File: config.mk
export PLATFORM = sky130hd
export DESIGN_NAME = fixpt_add_stream
export DESIGN_NICKNAME = d
export VERILOG_FILES = /design/src/rtl/fxadd_pkg.sv /design/src/rtl/fxadd_ctrl.sv /design/src/rtl/fxadd_datapath.sv /design/src/rtl/fixpt_add_stream.sv
export SDC_FILE = /design/constraint.sdc
export NUM_CORES = 1
export LEC_CHECK = 0
export BUFFER_PORTS_ARGS = -buffer_cell sky130_fd_sc_hd__buf_2
export CAP_MARGIN = 15
export CORE_MARGIN = 3
export CORE_UTILIZATION = 49
export DETAILED_ROUTE_END_ITERATION = 7
export PLACE_DENSITY = 0.83
export SYNTH_ARGS = -nofsm -noshare
export SYNTH_HDL_FRONTEND = slang
export SYNTH_SLANG_ARGS = --single-unit
export TNS_END_PERCENT = 20
File: constraint.sdc
create_clock -name clk -period 4.6 [get_ports clk]
set_clock_uncertainty 0.2 [all_clocks]
set_input_delay 0.92 -clock clk [delete_from_list [all_inputs] [get_ports clk]]
set_output_delay 0.92 -clock clk [all_outputs]
set_load 0.01 [all_outputs]
File: src/rtl/fxadd_pkg.sv
`timescale 1ns/1ps
package fxadd_pkg;
  localparam int RND_TRUNC     = 0;
  localparam int RND_HALF_UP   = 1;
  localparam int RND_HALF_EVEN = 2;
  localparam int OVF_WRAP      = 0;
  localparam int OVF_SAT       = 1;

  // strobes from the handshake control to the datapath
  typedef struct packed {
    logic load;   // capture the current sum into the output stage
  } fxadd_strobe_t;
endpackage

File: src/rtl/fxadd_ctrl.sv
`timescale 1ns/1ps
module fxadd_ctrl
  import fxadd_pkg::*;
#(
  parameter bit REG_OUT = 1'b1
) (
  input  logic          clk,
  input  logic          rstN,
  input  logic          inValid,
  input  logic          outReady,
  output logic          inReady,
  output logic          outValid,
  output fxadd_strobe_t strb
);
  generate
    if (REG_OUT) begin : g_reg
      logic validQ;
      logic lastRdy;   // inReady as it was in the previous cycle
      logic accept;

      assign inReady  = !validQ || outReady;
      assign accept   = inValid && inReady && lastRdy;
      assign outValid = validQ && outReady;
      assign strb.load = accept;

      always_ff @(posedge clk) begin
        if (!rstN) begin
          validQ  <= 1'b0;
          lastRdy <= 1'b1;
        end else begin
          lastRdy <= inReady;
          if (accept)        validQ <= 1'b1;
          else if (outReady) validQ <= 1'b0;
        end
      end

      // a cycle with inReady low blocks loading in the next one
      p_discard_r12: assert property (@(posedge clk) disable iff (!rstN)
        !inReady |=> !strb.load);
      // a result not taken stays pending
      p_hold_r11: assert property (@(posedge clk) disable iff (!rstN)
        (validQ && !outReady) |=> validQ);
    end else begin : g_comb
      assign inReady   = 1'b1;
      assign outValid  = inValid && outReady;
      assign strb.load = inValid;
    end
  endgenerate
endmodule

File: src/rtl/fxadd_datapath.sv
`timescale 1ns/1ps
module fxadd_datapath
  import fxadd_pkg::*;
#(
  parameter bit A_SIGNED  = 1'b1,
  parameter int A_WL      = 16,
  parameter int A_IWL     = 4,
  parameter bit B_SIGNED  = 1'b1,
  parameter int B_WL      = 12,
  parameter int B_IWL     = 6,
  parameter bit Y_SIGNED  = 1'b1,
  parameter int Y_WL      = 12,
  parameter int Y_IWL     = 6,
  parameter int RND_MODE  = RND_TRUNC,
  parameter int OVF_MODE  = OVF_WRAP,
  parameter bit STATUS_EN = 1'b0,
  parameter bit REG_OUT   = 1'b1
) (
  input  logic            clk,
  input  logic            rstN,
  input  fxadd_strobe_t   strb,
  input  logic [A_WL-1:0] opA,
  input  logic [B_WL-1:0] opB,
  input  logic            opAStat,
  input  logic            opBStat,
  output logic [Y_WL-1:0] sumOut,
  output logic            opOvf,
  output logic            ovfStat
);
  localparam int A_FR  = A_WL - A_IWL;
  localparam int B_FR  = B_WL - B_IWL;
  localparam int Y_FR  = Y_WL - Y_IWL;
  localparam int FW    = (A_FR > B_FR) ? ((A_FR > Y_FR) ? A_FR : Y_FR)
                                       : ((B_FR > Y_FR) ? B_FR : Y_FR);
  localparam int MAXI  = (A_IWL > B_IWL) ? ((A_IWL > Y_IWL) ? A_IWL : Y_IWL)
                                         : ((B_IWL > Y_IWL) ? B_IWL : Y_IWL);
  localparam int EW    = FW + MAXI + 3;   // sum, round carry and sign fit
  localparam int SH_A  = FW - A_FR;
  localparam int SH_B  = FW - B_FR;
  localparam int DROP  = FW - Y_FR;
  localparam int HSH   = (DROP > 0) ? DROP - 1 : 0;

  typedef logic signed [EW-1:0] wide_t;
  localparam wide_t ONE_W  = wide_t'(1);
  localparam wide_t HALF_W = (DROP > 0) ? (ONE_W <<< HSH) : wide_t'(0);
  localparam wide_t Y_MAX  = Y_SIGNED ? ((ONE_W <<< (Y_WL - 1)) - ONE_W)
                                      : ((ONE_W <<< Y_WL) - ONE_W);
  localparam wide_t Y_MIN  = Y_SIGNED ? -(ONE_W <<< (Y_WL - 1)) : wide_t'(0);

  logic  extA, extB, bump, ovfC, statC;
  wide_t aAl, bAl, sumW, flr, rem, rnd;
  logic [Y_WL-1:0] yC;

  always_comb begin
    extA = A_SIGNED && opA[A_WL-1];
    extB = B_SIGNED && opB[B_WL-1];
    aAl  = $signed({{(EW-A_WL){extA}}, opA}) <<< SH_A;
    bAl  = $signed({{(EW-B_WL){extB}}, opB}) <<< SH_B;
    sumW = aAl + bAl;
    flr  = sumW >>> DROP;                 // floor to the result step
    rem  = sumW - (flr <<< DROP);         // discarded part, 0 .. 2^DROP-1
    case (RND_MODE)
      RND_HALF_UP:   bump = (DROP > 0) && (rem >= HALF_W);
      RND_HALF_EVEN: bump = (DROP > 0) && ((rem > HALF_W) || ((rem == HALF_W) && flr[0]));
      default:       bump = 1'b0;
    endcase
    rnd  = flr + $signed({{(EW-1){1'b0}}, bump});
    ovfC = (rnd > Y_MAX) || (rnd < Y_MIN);
    if ((OVF_MODE == OVF_SAT) && ovfC)
      yC = (rnd > Y_MAX) ? Y_MAX[Y_WL-1:0] : Y_MIN[Y_WL-1:0];
    else
      yC = rnd[Y_WL-1:0];
    statC = STATUS_EN && (opAStat || opBStat || ovfC);
  end

  generate
    if (REG_OUT) begin : g_reg
      logic [Y_WL-1:0] yQ;
      logic            ovfQ, statQ;

      always_ff @(posedge clk) begin
        if (!rstN) begin
          yQ    <= '0;
          ovfQ  <= 1'b0;
          statQ <= 1'b0;
        end else if (strb.load) begin
          yQ    <= yC;
          ovfQ  <= ovfC;
          statQ <= statC;
        end
      end
      assign sumOut  = yQ;
      assign opOvf   = ovfQ;
      assign ovfStat = statQ;

      // the flag of a loaded sum reaches the output one cycle later
      p_flag_r6: assert property (@(posedge clk) disable iff (!rstN)
        strb.load |=> (opOvf == $past(ovfC)));
      // an incoming status bit shows up when the option is on
      p_stat_r9: assert property (@(posedge clk) disable iff (!rstN)
        (strb.load && (opAStat || opBStat)) |=> (ovfStat == STATUS_EN));
      // without a load the output stage keeps its contents
      p_keep_r11: assert property (@(posedge clk) disable iff (!rstN)
        !strb.load |=> ($stable(sumOut) && $stable(opOvf) && $stable(ovfStat)));
    end else begin : g_comb
      assign sumOut  = yC;
      assign opOvf   = ovfC;
      assign ovfStat = statC;
    end
  endgenerate
endmodule

File: src/rtl/fixpt_add_stream.sv
`timescale 1ns/1ps
module fixpt_add_stream
  import fxadd_pkg::*;
#(
  parameter bit A_SIGNED  = 1'b1,
  parameter int A_WL      = 16,
  parameter int A_IWL     = 4,
  parameter bit B_SIGNED  = 1'b1,
  parameter int B_WL      = 12,
  parameter int B_IWL     = 6,
  parameter bit Y_SIGNED  = 1'b1,
  parameter int Y_WL      = 12,
  parameter int Y_IWL     = 6,
  parameter int RND_MODE  = RND_TRUNC,
  parameter int OVF_MODE  = OVF_WRAP,
  parameter bit STATUS_EN = 1'b0,
  parameter bit REG_OUT   = 1'b1
) (
  input  logic            clk,
  input  logic            rstN,
  input  logic            inValid,
  output logic            inReady,
  input  logic [A_WL-1:0] opA,
  input  logic [B_WL-1:0] opB,
  input  logic            opAStat,
  input  logic            opBStat,
  input  logic            outReady,
  output logic            outValid,
  output logic [Y_WL-1:0] sumOut,
  output logic            opOvf,
  output logic            ovfStat
);
  fxadd_strobe_t strb;

  fxadd_ctrl #(.REG_OUT(REG_OUT)) u_ctrl (
    .clk(clk), .rstN(rstN), .inValid(inValid), .outReady(outReady),
    .inReady(inReady), .outValid(outValid), .strb(strb)
  );

  fxadd_datapath #(
    .A_SIGNED(A_SIGNED), .A_WL(A_WL), .A_IWL(A_IWL),
    .B_SIGNED(B_SIGNED), .B_WL(B_WL), .B_IWL(B_IWL),
    .Y_SIGNED(Y_SIGNED), .Y_WL(Y_WL), .Y_IWL(Y_IWL),
    .RND_MODE(RND_MODE), .OVF_MODE(OVF_MODE),
    .STATUS_EN(STATUS_EN), .REG_OUT(REG_OUT)
  ) u_dp (
    .clk(clk), .rstN(rstN), .strb(strb),
    .opA(opA), .opB(opB), .opAStat(opAStat), .opBStat(opBStat),
    .sumOut(sumOut), .opOvf(opOvf), .ovfStat(ovfStat)
  );
endmodule

After elaboration in Yosys (flattened, before gate mapping):

Index checks and enable logic that the tools add are counted.

* output and inout bits: 16
* word-level logic and storage cells: 16
* bits of input ports: 34
* register bits after elaboration: 15

* multiplexer cells: 2
* $lt $le $gt $ge: 2
* $add $sub $neg: 1
* reduce and logical (&&, ||, !) cells: 7

Operators with widths (count)
* $add A16 B18 Y19: 1
* $gt A13 B12 Y1 const B: 1
* $lt A13 B12 Y1 const B: 1
* $logic_and A1 B1 Y1: 3
* $logic_or A1 B1 Y1: 2
* $mux W1: 2
* $reduce_bool A2 Y1: 1
* $logic_not A1 Y1: 1

Longest topological paths before layout:

Gate-level depths: netlist of run 1.

* depth after elaboration: 5
* gate-level depth with buffers: 8
* mapped depth without buffers: 8

Hierarchy:

Synthesis of run 1 repeated with hierarchy kept, for this count alone.

* cell total of the unflattened synthesis: 130
* area total of the unflattened synthesis: 1148.6 um2

Modules (own cells, without submodules)
* fxadd_datapath: seq. area each 260.2 um2, area an instance 1061.0 um2, times used 1, cells each 121
* fxadd_ctrl: seq. area each 40.0 um2, area an instance 87.6 um2, times used 1, cells each 9

Worst setup path before layout of run 1:

No wires, ideal clock.

* path kind: input to register
* start point: in opA[6]
* end point: reg u_dp.g_reg.yQ[10] (netlist: u_dp.sumOut[10])
* setup time: 0.118 ns
* path slack: 1.788 ns
* stages on the path: 8
* arrival time: 2.494 ns
* cell sequence: ha_1 fa_1 a211oi_1 o21ai_1 a31oi_1 o21ai_1 xnor2_1 o21ai_1

* cells in the longest elaborated chain, start to end: 1

RTL lines
* start: declaration: line fixpt_add_stream.sv:23 `input logic [A_WL-1:0] opA,`
* $add A16 B18 Y19: line fxadd_datapath.sv:59 `sumW = aAl + bAl;`
* end signal: assignment: line fxadd_datapath.sv:87 `yQ <= yC;`
* end: declaration: line fxadd_datapath.sv:78 `logic [Y_WL-1:0] yQ;`

Every way passes these cells.
A chain may end at the register's enable or synchronous reset.

Worst setup path in the final report of run 1:

Same ends and word-level chain as after synthesis.

==> summary.md, run 1 <==
| Metric | Value |
|---|---|
| Run status | complete, no violations |
| Syn Std Cell Area | 0.00108 mm² |
| Gpl congestion | 0.826 |
| Slew headroom | 62.6% |
| Initial drt markers | 17 |
| Register area share after synthesis | 27.9% |
| Post-CTS Setup Bufs | 0 |
| Post-DR vias/cell | 5.59 |
| Placement Cell Area | 0.00129 mm² |
| Hold crit path type | flip-flop to flip-flop |
| Initial antenna violation count | 0 |
| Port Buf Inserts | 40 |
| Tightest Pin Transition | 560 ps |
| Hold buffer count at cts | 0 |
| Crit path max fanout | 3 |
| Vias in the first global route | 1027 |
| Cells along the critical path | buf_2 > ha_1 > fa_1 > a211oi_1 > o21ai_1 > a31oi_1 > o21ai_1 > xnor2_1 > o21ai_1 |
| Post-DRT Antenna Nets | 0 |
| Largest net degree at the start of global routing | 19 |
| Rows | 16 |
| Leakage | 0.660 nW |
| Layout cells sized above 1 | 27.8% |
| Setup TNS | 0 ps |
| WL per Instance | 12.4 µm |
| Io pins | 50 |
| CP Class | input port to flip-flop |
| Clock Tree Buf Depth | 2 |
| R2R depth | 4 |
| Syn Nets | 177 |
| Antenna Cells | 0 |
| CP Launch Point | opA[6] |
| Routed vias | 1095 |
| Worst skew pair latency | 280 ps |
| Worst Setup End Kind | flip-flop |
| Fin nets | 217 |
| R2R Path Start | u_ctrl.g_reg.validQ |
| Pre-antenna DRT Iters | 4 |
| Fin crit share | 62.0% |
| Initial core utilization | 53.3% |
| RSZ-0062 raised after global routing | false |
| Synth Register Bits | 15 |
| F_max | 351 MHz |
| PD cells | 266 mW/mm² |
| Final setup fails | 0 |
| Number of buffers created by CTS | 3 |
| Placed Cells | 192 |
| Setup Slack @ Placement | 1480 ps |
| Post-Layout Cell Count | 196 |
| Total number of yosys warnings | 0 |
| Syn_area_per_cell | 8.29 µm² |
| DP HPWL | 1980 µm |
| All-Layer GR Usage | 18.6% |
| Post-route cell area | 0.00132 mm² |
| Total Routed Length | 2420 µm |
| Slowest CP cell | fa_1 |
| WP data arrival | 2830 ps |
| H-Tree Depth | 1 |
| CTS sink cnt | 15 |
| Min Tclk post-route | 2850 ps |
| # DRC | 0 |
| Die X | 52.9 µm |
| Max-Cap Viols | 0 |
| CTS tree | done |
| Core area | 0.00202 mm² |
| Die area | 0.00280 mm² |
| Root Buffer | clkbuf_4 |
| Netlist cell types | 35 |
| CP most frequent cell | o21ai_1 |
| Slowest stage delay, CP | 440 ps |
| Final setup margin | 1750 ps |
| Fillers | 191 |
| First-pass GRT wire length | 3940 µm |
| Worst-path clk slew | 90 ps |
| Hold path startpoint | u_ctrl.g_reg.validQ |
| Synthesis-to-finish area growth | 22.2% |
| Resize count post-CTS | 0 |
| Worst vdd ir | 150 µV |
| Mapped Cells | 130 |
| Final-report max-slew violation count | 0 |
| Hold Path Stages | 1 |
| Remaining global-route overflow | 0 |
| Final Hold Fails | 0 |
| Die Ht | 52.9 µm |
| Critical Path Start Type | input port |
| WHS | 245 ps |
| Req. time, crit path | 4580 ps |
-- where the power goes --
part	total, mW	internal [mW]	switching [mW]	leakage (nW)
registers	0.149	0.142	0.00631	0.124
logic	0.129	0.0586	0.0702	0.519
clock network	0.0730	0.0322	0.0408	0.0177
total	0.350	0.233	0.117	0.660
-- critical path, delay by kind of cell --
family	cells	cell delay [ps]
xor gates and xnor gates	1	150
AOI/OAI and AO/OA	5	990
buffers and inverters	1	100
adders and majority gates	2	670
-- registers in the layout (all words and copies together) (netlist names) --
register and count:
u_dp.sumOut 12, u_ctrl.g_reg.lastRdy 1, u_ctrl.g_reg.validQ 1, u_dp.opOvf 1
-- layer usage --
metal	global-route usage [%]	vias to the layer above	part of all wire [%]
li1	-	547	-
met1	21.7	505	43
met2	34.1	37	49
met3	2.82	6	6.2
met4	5.96	0	1.8
met5	0	-	0
-- cells by family after synthesis --
logic type,synth area share (%)
xor+xnor,6.50
fa+ha+maj,15.8
buf+inv,2.44
compound gates,26.9
other cells,0.348
simple gates,20.1
flops,27.9
-- final timing paths --
kind,to,slack [ps]
setup / recovery,u_dp.sumOut[10],1750
hold / removal,u_ctrl.g_reg.lastRdy,250
setup reg to reg,u_dp.opOvf,2900
hold reg to reg,u_ctrl.g_reg.lastRdy,250
-- area by class of cell --
class                   instances  area (µm²)  area share (%)
clock inverters                 1        5.00           0.380
clock buffers                   3        22.5            1.71
multi-input cells             109         751            57.0
inverters                       1        3.75           0.285
flip-flops and latches         15         300            22.8
well taps                      27        33.8            2.57
repair buffers                 40         200            15.2
-- per-stage QoR --
| step | total power [mW] | utilization [%] |
|---|---|---|
| floorplan | 0.240 | - |
| global placement | 0.274 | 63.7 |
| detailed placement | 0.280 | 63.7 |
| CTS | 0.352 | 65.1 |
| global route | 0.375 | 65.1 |
| finish | 0.350 | 65.1 |
-- cells in the final DEF (no fill, tap or decap) --
cell | Yosys | routed
buf_2 | 0 | 40
nand2_1 | 20 | 20
dfxtp_1 | 15 | 15
ha_1 | 12 | 12
a21oi_1 | 9 | 9
nand3_1 | 8 | 8
o21ai_1 | 7 | 7
and2_1 | 6 | 6
xor2_1 | 5 | 5
a21o_1 | 5 | 5
o211ai_1 | 3 | 3
nor2_1 | 3 | 3
a21boi_1 | 3 | 3
xnor2_1 | 3 | 3
o21ai_0 | 3 | 3
clkbuf_4 | 0 | 3
a211oi_1 | 2 | 2
a31oi_1 | 2 | 2
a211o_1 | 2 | 2
a21boi_0 | 2 | 2
nand2b_1 | 1 | 1
inv_1 | 1 | 1
nor2b_1 | 1 | 1
nand3_4 | 1 | 1
o211a_2 | 1 | 1
or3_1 | 1 | 1
nand3b_1 | 1 | 1
o21a_1 | 1 | 1
a221oi_1 | 1 | 1
o31ai_1 | 1 | 1
nand4b_1 | 1 | 1
a21o_2 | 1 | 1
o211a_1 | 1 | 1
fa_1 | 1 | 1
conb_1 | 1 | 1
clkinv_2 | 0 | 1
-- synthesized netlist by cell type --
library cell | count | area, µm²
and2_1 | 6 | 37.5
a211o_1 | 2 | 17.5
ha_1 | 12 | 150
fa_1 | 1 | 20.0
nand4b_1 | 1 | 8.76
nand3_1 | 8 | 40.0
dfxtp_1 | 15 | 300
a211oi_1 | 2 | 15.0
a31oi_1 | 2 | 12.5
conb_1 | 1 | 3.75
a21boi_1 | 3 | 22.5
clkbuf_1 | 4 | 15.0
o31ai_1 | 1 | 7.51
o21ai_0 | 3 | 15.0
nand3b_1 | 1 | 7.51
o211ai_1 | 3 | 22.5
a21o_1 | 5 | 37.5
nor2_1 | 3 | 11.3
nand2_1 | 20 | 75.1
a221oi_1 | 1 | 8.76
or3_1 | 1 | 6.26
a21boi_0 | 2 | 15.0
nand3_4 | 1 | 17.5
nor2b_1 | 1 | 6.26
a21o_2 | 1 | 8.76
a21oi_1 | 9 | 45.0
inv_1 | 1 | 3.75
xnor2_1 | 3 | 26.3
nand2b_1 | 1 | 6.26
o21a_1 | 1 | 7.51
buf_4 | 1 | 7.51
xor2_1 | 5 | 43.8
o21ai_1 | 7 | 35.0
o211a_2 | 1 | 10.0
o211a_1 | 1 | 10.0
Note: power is estimated with default switching activity, not from simulation.
==> inputs of run 2 (changes only) <==
--- a/config.mk
+++ b/config.mk
@@ -5,12 +5,13 @@
 export SDC_FILE = /design/constraint.sdc
 export NUM_CORES = 1
 export LEC_CHECK = 0
+export ABC_AREA = 1
 export BUFFER_PORTS_ARGS = -buffer_cell sky130_fd_sc_hd__buf_2
 export CAP_MARGIN = 15
 export CORE_MARGIN = 3
-export CORE_UTILIZATION = 49
+export CORE_UTILIZATION = 44
 export DETAILED_ROUTE_END_ITERATION = 7
-export PLACE_DENSITY = 0.83
+export PLACE_DENSITY = 0.76
 export SYNTH_ARGS = -nofsm -noshare
 export SYNTH_HDL_FRONTEND = slang
 export SYNTH_SLANG_ARGS = --single-unit
==> constraint.sdc (replaced) <==
create_clock -name clk -period 2.3 [get_ports clk]
set_clock_uncertainty 0.2 [all_clocks]
set_input_delay 0.46 -clock clk [delete_from_list [all_inputs] [get_ports clk]]
set_output_delay 0.46 -clock clk [all_outputs]
set_load 0.01 [all_outputs]
==> summary.md, run 2 <==
| Metric | Value |
|---|---|
| Worst Setup End Kind | flip-flop (unchanged) |
| Commonest non-fill, non-tap cells in the layout | nand2_1 (52), buf_2 (40), inv_1 (29) (was buf_2 (40), nand2_1 (20), dfxtp_1 (15)) |
| Hold crit path type | input port to flip-flop (was flip-flop to flip-flop) |
| Gpl congestion | 0.813 (was 0.826) |
| Net switching power | 0.266 mW (was 0.117 mW) |
| Remaining global-route overflow | 0 (unchanged) |
| H-Tree Depth | 1 (unchanged) |
| Setup TNS | 0 ps (unchanged) |
| Syn Std Cell Area | 0.00126 mm² (was 0.00108 mm²) |
| Initial antenna violation count | 0 (unchanged) |
| Root Buffer | clkbuf_4 (unchanged) |
| Post-DRT Antenna Nets | 0 (unchanged) |
| Syn Nets | 246 (was 177) |
| Final-report max-slew violation count | 0 (unchanged) |
| Top_reg_cell synth | dfxtp_1 (unchanged) |
| Post-synth top area share | 23.8% (was 27.9%) |
| WL per Instance | 9.48 µm (was 12.4 µm) |
| Area leader, netlist | dfxtp_1 (unchanged) |
| Final Util | 57.8% (was 65.1%) |
| Final setup fails | 0 (unchanged) |
| Crit path max fanout | 4 (was 3) |
| Worst R2R Setup Slack | 900 ps (was 2900 ps) |
| PD cells | 491 mW/mm² (was 266 mW/mm²) |
| Worst vdd ir | 429 µV (was 150 µV) |
| Max reg flops | 12 (unchanged) |
| CP Class | input port to flip-flop (unchanged) |
| Synth top area cells | dfxtp_1 (24%), nand2_1 (15%), ha_1 (12%), inv_1 (8.6%), nor2_1 (7.7%) (was dfxtp_1 (28%), ha_1 (14%), nand2_1 (7.0%), a21oi_1 (4.2%), xor2_1 (4.1%)) |
| CTS tree | done (unchanged) |
| Worst skew pair latency | 290 ps (was 280 ps) |
| Area occupied by multi-input gates | 805 µm² (was 751 µm²) |
| Sequential cell area | 300 µm² (unchanged) |
| Net switching fraction of the power | 36.2% (was 33.5%) |
| Post-DR vias/cell | 4.68 (was 5.59) |
| Synthesis-to-finish area growth | 18.8% (was 22.2%) |
| Initial drt markers | 36 (was 17) |
| # DRC | 0 (unchanged) |
| Layout cells sized above 1 | 24.2% (was 27.8%) |
| Vias in the first global route | 1120 (was 1027) |
| Comb pwr share | 39.6% (was 36.8%) |
| Run status | complete, no violations (unchanged) |
| Initial core utilization | 48.7% (was 53.3%) |
| Die X | 59.5 µm (was 52.9 µm) |
| Mapped Cells | 199 (was 130) |
| Die Ht | 59.5 µm (was 52.9 µm) |
| Clock power share | 19.9% (was 20.8%) |
| Final Hold Fails | 0 (unchanged) |
| Worst path top cell family by delay | adder cells (was compound AO/OA/AOI/OAI gates) |
| CP most frequent cell | a21oi_1 (was o21ai_1) |
| R2R Path Start | u_ctrl.g_reg.validQ (unchanged) |
| Slowest stage delay, CP | 410 ps (was 440 ps) |
| Post-CTS Setup Bufs | 0 (unchanged) |
| F_max | 523 MHz |
| Total number of yosys warnings | 0 (unchanged) |
| Hold buffer count at cts | 0 (unchanged) |
| Synth top cells by count | nand2_1 (52), inv_1 (29), nor2_1 (26) (was nand2_1 (20), dfxtp_1 (15), ha_1 (12)) |
| Post-synth EDFFs | 0 (unchanged) |
| DP HPWL | 2200 µm (was 1980 µm) |
| Largest net degree at the start of global routing | 25 (was 19) |
| Power Total | 0.736 mW (was 0.350 mW) |
| Io pins | 50 (unchanged) |
| Core area | 0.00259 mm² (was 0.00202 mm²) |
| Levels on crit path | 8 (was 9) |
| Resize count post-CTS | 0 (unchanged) |
| Leading cell type in the layout, fill and taps excluded | nand2_1 (was buf_2) |
| First-pass GRT wire length | 4350 µm (was 3940 µm) |
| Top-count cell post-synth | nand2_1 (unchanged) |
| Hold path startpoint | outReady (was u_ctrl.g_reg.validQ) |
| Syn_area_per_cell | 6.34 µm² (was 8.29 µm²) |
| Worst-path clk slew | 90 ps (about the same) |
| Setup Slack @ Placement | 122 ps (was 1480 ps) |
| WP data arrival | 1880 ps (was 2830 ps) |
| Port Buf Inserts | 40 (unchanged) |
| Fin crit share | 83.1% |
| Int Pwr | 0.470 mW (was 0.233 mW) |
| Pre-antenna DRT Iters | 4 (unchanged) |
| R2R depth | 8 (was 4) |
| Req. time, crit path | 2260 ps (was 4580 ps) |
| Leakage | 0.885 nW (was 0.660 nW) |
| Slowest CP cell | fa_1 (unchanged) |
| Number of buffers created by CTS | 3 (unchanged) |
| Synth Register Bits | 15 (unchanged) |
| Die area | 0.00355 mm² (was 0.00280 mm²) |
| RSZ-0062 raised after global routing | false (unchanged) |
| Cells along the critical path | buf_2 > ha_1 > fa_1 > nand3_1 > nand2_2 > a21oi_1 > xor2_1 > a21oi_1 (was buf_2 > ha_1 > fa_1 > a211oi_1 > o21ai_1 > a31oi_1 > o21ai_1 > xnor2_1 > o21ai_1) |
| Clock Tree Buf Depth | 2 (unchanged) |
| Fillers | 274 (was 191) |
| Synth async-reset ratio | 0% (unchanged) |
| Buf+Inv Stages, Crit Path | 1 (unchanged) |
| Hold Path Stages | 3 (was 1) |
| Min Tclk post-route | 1910 ps |
| Total Routed Length | 2560 µm (was 2420 µm) |
| Critical Path Start Type | input port (unchanged) |
| Final setup margin | 389 ps (was 1750 ps) |
| Routed vias | 1263 (was 1095) |
| Antenna Cells | 0 (unchanged) |
| Register area share after synthesis | 23.8% (was 27.9%) |
| Min-Delay Endpoint | u_ctrl.g_reg.lastRdy (unchanged) |
| Rows | 18 (was 16) |
| Netlist cell types | 24 (was 35) |
| All-Layer GR Usage | 15.7% (was 18.6%) |
| CTS sink cnt | 15 (unchanged) |
| Max-Cap Viols | 0 (unchanged) |
| Fin nets | 288 (was 217) |
| RR Endpoint | u_dp.opOvf (unchanged) |
| Flop pwr share | 40.4% (was 42.4%) |
-- run 2: layout make-up --
type                    count  share of cell area (%)
multi-input cells         148                    53.7
flip-flops and latches     15                    20.1
repair buffers             41                    13.9
inverters                  32                    8.02
well taps                  30                    2.51
clock buffers               3                    1.50
clock inverters             1                   0.334
-- run 2: cells by family after synthesis --
group | synth area share [%]
buffers and inverters | 12.4
AND/OR/NAND/NOR | 34.7
flip-flops | 23.8
XOR/XNOR | 4.86
AO/OA/AOI/OAI | 10.4
adder cells (fa/ha/maj) | 13.5
other | 0.297
-- run 2: layer usage --
metal  routed length (µm)  global-route usage [%]
met2                 1080                    25.6
met1                 1260                    20.9
met5                    0                       0
met4                   48                    6.65
met3                  177                    1.74
-- run 2: per-stage QoR --
stage          cells  hold slack [ps]  area [µm²]
4_1_cts          270              198        1500
3_5_place_dp     266              269        1470
2_1_floorplan    199              258        1260
3_3_place_gp     266              258        1470
6_report         270              204        1500
5_1_grt          270              210        1500
-- run 2: power groups by stage --
stage	logic [mW]	registers [mW]	clock network [mW]
floorplan	0.199	0.316	0
global placement	0.289	0.302	0
detailed placement	0.292	0.304	0
CTS	0.293	0.298	0.154
global route	0.336	0.300	0.161
finish	0.292	0.297	0.147
-- run 2: worst max path at each step --
stage,slack (ps),to,start
after global placement,130,u_dp.sumOut[6],opA[6]
final,390,u_dp.sumOut[6],opA[6]
after CTS,420,u_dp.sumOut[6],opA[6]
after floorplan,340,u_dp.sumOut[6],opA[6]
after global routing,350,u_dp.opOvf,opA[6]
after detailed placement,120,u_dp.sumOut[6],opA[6]
-- run 2: tightest hold or removal path: cells and delay by family --
family | cells | cell delay [ps]
and+or+nand+nor | 2 | 110
buffers and inverters | 1 | 90
